## config.mk

```make
export PLATFORM = sky130hd
export DESIGN_NAME = ball_sprite_drawer
export DESIGN_NICKNAME = d
export VERILOG_FILES = /design/src/rtl/ball_pkg.sv /design/src/rtl/ball_row_span.sv /design/src/rtl/ball_scan.sv /design/src/rtl/ball_ctrl.sv /design/src/rtl/ball_sprite_drawer.sv
export SDC_FILE = /design/constraint.sdc
export NUM_CORES = 1
export LEC_CHECK = 0
export ABC_CLOCK_PERIOD_IN_PS = 5190
export BUFFER_PORTS_ARGS = -buffer_cell sky130_fd_sc_hd__buf_2
export CORE_MARGIN = 5
export CORE_UTILIZATION = 28
export CTS_BUF_LIST = sky130_fd_sc_hd__clkbuf_4
export DETAILED_ROUTE_END_ITERATION = 16
export PLACE_DENSITY = 0.48
export SLEW_MARGIN = 20
export SYNTH_ARGS = -nofsm -noshare
export SYNTH_HDL_FRONTEND = slang
export SYNTH_SLANG_ARGS = --single-unit
```

## constraint.sdc

```tcl
create_clock -name clk_i -period 5.19 [get_ports clk_i]
set_input_delay 0.519 -clock clk_i [delete_from_list [all_inputs] [get_ports clk_i]]
set_output_delay 0.519 -clock clk_i [all_outputs]
set_load 0.01 [all_outputs]
```

## src/rtl/ball_pkg.sv

```systemverilog
package ball_pkg;
  typedef enum logic [1:0] {
    ST_IDLE,
    ST_DRAW,
    ST_DONE,
    ST_WAIT_LOW
  } draw_state_e;
endpackage

```

## src/rtl/ball_row_span.sv

```systemverilog
// Column range covered by one row of the corner-less square sprite.
module ball_row_span #(
  parameter int SIZE  = 5,
  parameter int IDX_W = $clog2(SIZE)
) (
  input  logic [IDX_W-1:0] row_i,
  output logic [IDX_W-1:0] first_col_o,
  output logic [IDX_W-1:0] last_col_o
);
  logic edge_row;
  assign edge_row    = (row_i == '0) || (row_i == IDX_W'(SIZE-1));
  assign first_col_o = edge_row ? IDX_W'(1) : '0;
  assign last_col_o  = edge_row ? IDX_W'(SIZE-2) : IDX_W'(SIZE-1);
endmodule

```

## src/rtl/ball_scan.sv

```systemverilog
module ball_scan #(
  parameter int SIZE  = 5,
  parameter int IDX_W = $clog2(SIZE)
) (
  input  logic             clk_i,
  input  logic             rst_ni,
  input  logic             load_i,
  input  logic             step_i,
  output logic [IDX_W-1:0] row_o,
  output logic [IDX_W-1:0] col_o,
  output logic             last_o
);
  logic [IDX_W-1:0] row_q, col_q, row_nx;
  logic [IDX_W-1:0] first_cur, last_cur, first_nx, last_nx, first_top, last_top;

  assign row_nx = row_q + IDX_W'(1);

  ball_row_span #(.SIZE(SIZE), .IDX_W(IDX_W)) span_cur_i (
    .row_i(row_q), .first_col_o(first_cur), .last_col_o(last_cur));
  ball_row_span #(.SIZE(SIZE), .IDX_W(IDX_W)) span_nx_i (
    .row_i(row_nx), .first_col_o(first_nx), .last_col_o(last_nx));
  ball_row_span #(.SIZE(SIZE), .IDX_W(IDX_W)) span_top_i (
    .row_i('0), .first_col_o(first_top), .last_col_o(last_top));

  logic row_end;
  assign row_end = (col_q == last_cur);
  assign last_o  = row_end && (row_q == IDX_W'(SIZE-1));

  always_ff @(posedge clk_i or negedge rst_ni) begin
    if (!rst_ni) begin
      row_q <= '0;
      col_q <= '0;
    end else if (load_i) begin
      row_q <= '0;
      col_q <= first_top;
    end else if (step_i) begin
      if (row_end) begin
        row_q <= row_nx;
        col_q <= first_nx;
      end else begin
        col_q <= col_q + IDX_W'(1);
      end
    end
  end

  assign row_o = row_q;
  assign col_o = col_q;

  logic unused_spans;
  assign unused_spans = ^{last_nx, last_top};
endmodule

```

## src/rtl/ball_ctrl.sv

```systemverilog
module ball_ctrl
  import ball_pkg::*;
(
  input  logic clk_i,
  input  logic rst_ni,
  input  logic start_i,
  input  logic last_i,
  output logic load_o,
  output logic step_o,
  output logic draw_o,
  output logic done_o
);
  draw_state_e state_q, state_d;

  always_comb begin
    state_d = state_q;
    load_o  = 1'b0;
    case (state_q)
      ST_IDLE: if (start_i) begin
        state_d = ST_DRAW;
        load_o  = 1'b1;
      end
      ST_DRAW:     if (last_i) state_d = ST_DONE;
      ST_DONE:     state_d = start_i ? ST_WAIT_LOW : ST_IDLE;
      ST_WAIT_LOW: if (!start_i) state_d = ST_IDLE;
      default:     state_d = ST_IDLE;
    endcase
  end

  always_ff @(posedge clk_i or negedge rst_ni) begin
    if (!rst_ni) state_q <= ST_IDLE;
    else         state_q <= state_d;
  end

  assign draw_o = (state_q == ST_DRAW);
  assign step_o = draw_o;
  assign done_o = (state_q == ST_DONE);
endmodule

```

## src/rtl/ball_sprite_drawer.sv

```systemverilog
module ball_sprite_drawer #(
  parameter int COORD_W = 10,
  parameter int SIZE    = 5
) (
  input  logic               clk_i,
  input  logic               rst_ni,
  input  logic               start_i,
  input  logic [COORD_W-1:0] pos_x_i,
  input  logic [COORD_W-1:0] pos_y_i,
  output logic [COORD_W-1:0] x_o,
  output logic [COORD_W-1:0] y_o,
  output logic               draw_o,
  output logic               done_o
);
  localparam int IDX_W = $clog2(SIZE);

  logic             load, step, last;
  logic [IDX_W-1:0] row, col;
  logic [COORD_W-1:0] base_x_q, base_y_q;

  ball_ctrl ctrl_i (
    .clk_i, .rst_ni, .start_i,
    .last_i(last), .load_o(load), .step_o(step),
    .draw_o, .done_o);

  ball_scan #(.SIZE(SIZE), .IDX_W(IDX_W)) scan_i (
    .clk_i, .rst_ni,
    .load_i(load), .step_i(step),
    .row_o(row), .col_o(col), .last_o(last));

  always_ff @(posedge clk_i or negedge rst_ni) begin
    if (!rst_ni) begin
      base_x_q <= '0;
      base_y_q <= '0;
    end else if (load) begin
      base_x_q <= pos_x_i;
      base_y_q <= pos_y_i;
    end
  end

  assign x_o = base_x_q + {{(COORD_W-IDX_W){1'b0}}, col};
  assign y_o = base_y_q + {{(COORD_W-IDX_W){1'b0}}, row};
endmodule

```

==> flow_summary_export.csv <==
group,metric,value,unit
setup_path,cp-endpoint,"x_o[8]",
cts,ctsResizeCount,0,
setup_path,worstPathArrival,2100,ps
setup_path,start_kind,"flop",
cts,holdBufCountCts,0,
logic_synthesis,synth_mux_area_share,1.25,%
cts,cts_sinks,28,
placed_design,dpl.hpwl,2610,um
logic_synthesis,post_synth_instance_area,1600,um^2
cts,cts_tree,"built",
logic_synthesis,synth_simple_gate_area_share,24.5,%
status,status,"finished, final reports clean",
sta,slew_headroom,33.1,%
job,cap_violations,0,
global_route,antenna_found_initial,0,
sta,post-route-min-period,2620,ps
cts,cts-buffers-inserted,3,
pwr,fin_total_pwr,1.14,mW
setup_path,r2r_setup_slack,3310,ps
hold_path,hp-class,"input port to asynchronous set/reset pin",
sta,fin_ws,2570,ps
logic_synthesis,synthAdderAreaFrac,9.56,%
setup_path,r2r-end,"scan_i.row_o[2]",
routing,firstDrtPassIters,4,
die,num_io_pins,45,
sta,tns,0,ps
pwr,vdd_drop_max,0.210,mV
die,dieArea,7310,um^2
routing,drtIter0Drc,47,
sta,fin_hold_ws,202,ps
logic_synthesis,synth_xor_area_share,9.33,%
logic_synthesis,syn_inst,184,
final_layout,final_cells,298,
global_route,grt_max_degree,29,
die,die_w,85.5,um
final_layout,final_common_cell,"nand2_1",
global_route,grt_pass1_wl,6140,um
setup_path,startpoint,"scan_i.col_o[0]",
logic_synthesis,ys_seq_area_share,43.9,%
logic_synthesis,ys_seq_elements,28,
setup_path,crit_type,"flop to output pin",
placed_design,place_area,1890,um^2
placed_design,numPortBuffers,44,
die,fp-row-count,27,
logic_synthesis,synth_cell_type_count,28,
final_layout,stdcell_area,1910,um^2
final_layout,finalNetCount,262,
sta,slew_viol_final,0,
placed_design,dp.cells,295,
setup_path,cp.required,4670,ps
sta,setup_violations,0,
final_layout,finalCoreUtilization,34.5,%
pwr,p_leak,1.04,nW
cts,postCtsSetupBuffers,0,
logic_synthesis,synth_nets,218,
setup_path,rr_worst_depth,6,
setup_path,crit_path_max_fanout,6,
die,initial_core_util,28.8,%
setup_path,rr_startpoint,"scan_i.row_o[1]",
die,die_h,85.5,um
logic_synthesis,avgSynthCellArea,8.68,um^2
routing,drt-vias-per-instance,4.30,
final_layout,syn_to_final_growth,19.7,%
cts,ctsRootBufferMaster,"clkbuf_4",
logic_synthesis,synth_top_family_by_area,"simple AND/OR/NAND/NOR gates",
logic_synthesis,ys_warn_count,0,
sta,hold_viol,0,
sta,rsz0062_at_grt,"no",
global_route,grt-ovfl-total,0,
final_layout,antenna_cells,0,
routing,num_vias,1280,
pwr,power.density,599,nW/um^2
routing,ant_nets,0,
global_route,grt_pass1_vias,1323,
sta,period_share,50.5,%
global_route,gr-usage-all-layers,10.2,%
routing,wire_per_inst,11.8,um
sta,fin_worst_skew,3.45,ps
cts,insertion_delay,320,ps
sta,worst_pin_slew,1000,ps
cts,path_clk_slew,140,ps
final_layout,mostFrequentLayoutCells,"nand2_1 (70), buf_2 (44), dfrtp_1 (28), inv_1 (12), xnor2_1 (11)",
routing,totalWireLength,3530,um
setup_path,end_kind,"output pin",
placed_design,pre_cts_ws,2930,ps
placed_design,gp_congestion,0.763,
routing,drc,0,
sta,fmaxAchievable,0.382,GHz
logic_synthesis,synth_compound_area_share,7.45,%
cts,cts_buffer_depth,2,
die,core_area,5540,um^2
final_layout,drive_gt1_share,22.6,%
cts,cts_max_level,1,
[how the worst min path moves through the flow]
stage                     slack, ps  cells past startpoint     endpoint
after floorplan                 220                      0  base_x_q[0]
after global placement          460                      2  base_x_q[0]
after detailed placement        470                      2  base_x_q[2]
after CTS                       220                      1  base_x_q[8]
after global routing            240                      1  base_x_q[0]
final                           200                      1  base_x_q[0]
[worst max-delay path, cell delays in order, from the launching register on]
cell and delay, ps:
dfrtp_1 470, ha_1 220, inv_1 60, fa_1 390, inv_1 70, a21o_1 150, nand4_1 120, xnor2_1 150
buf_2 140
[logic make-up (layout without fill, tap and decap cells)]
| kind of cell | after synthesis | count (layout) |
|---|---|---|
| adder cells (fa/ha/maj) | 11 | 11 |
| AND/OR/NAND/NOR | 92 | 92 |
| XOR/XNOR | 17 | 17 |
| buffers and inverters | 17 | 59 |
| multiplexers | 2 | 2 |
| AO/OA/AOI/OAI | 17 | 17 |
| flip-flops | 28 | 28 |
[state kept, by name, summed over array words and instances, names as in the netlist]
register	flops
base_x_q	10
scan_i.col_o	3
ctrl_i.state_q	2
scan_i.row_o	3
base_y_q	10
[cell usage after synthesis]
| cell type | count | area, um^2 |
|---|---|---|
| nand4_1 | 3 | 18.8 |
| or4b_4 | 1 | 13.8 |
| nor2b_1 | 1 | 6.26 |
| a21oi_4 | 1 | 16.3 |
| inv_1 | 12 | 45.0 |
| xor2_1 | 6 | 52.6 |
| o21ai_0 | 4 | 20.0 |
| xnor2_1 | 11 | 96.3 |
| and3_1 | 1 | 6.26 |
| dfrtp_1 | 28 | 701 |
| clkbuf_1 | 5 | 18.8 |
| and2_1 | 1 | 6.26 |
| nor3_1 | 1 | 5.00 |
| mux2i_1 | 2 | 20.0 |
| nand3_1 | 2 | 10.0 |
| nor2_1 | 7 | 26.3 |
| a21oi_1 | 4 | 20.0 |
| nand2_1 | 70 | 263 |
| nand4b_1 | 1 | 8.76 |
| a32o_2 | 1 | 11.3 |
| o31ai_1 | 2 | 15.0 |
| nand2_2 | 1 | 6.26 |
| nand2b_1 | 2 | 12.5 |
| ha_1 | 9 | 113 |
| fa_1 | 2 | 40.0 |
| a21o_1 | 4 | 30.0 |
| and4_1 | 1 | 8.76 |
| a31oi_1 | 1 | 6.26 |
[routing by layer]
layer	track usage, %	up-vias	share of wire [%]
li1	-	674	-
met1	13.7	576	49
met4	1.29	0	0.54
met2	16.7	28	46
met3	2.98	2	4.5
met5	0	-	0
[cell type report]
class / count / area [um^2]
clock buffers: 3 / 22.5
fillers: 617 / 3630
inverters: 12 / 45.0
multi-input cells: 139 / 832
flip-flops and latches: 28 / 701
well taps: 72 / 90.1
repair buffers: 44 / 220
[power breakdown]
group	internal [mW]	switching [mW]	leakage [nW]	total, mW
logic	0.283	0.363	0.680	0.646
registers	0.315	0.0945	0.351	0.409
clock network	0.0272	0.0614	0.0138	0.0886
Power figures use the tool's default switching activity.
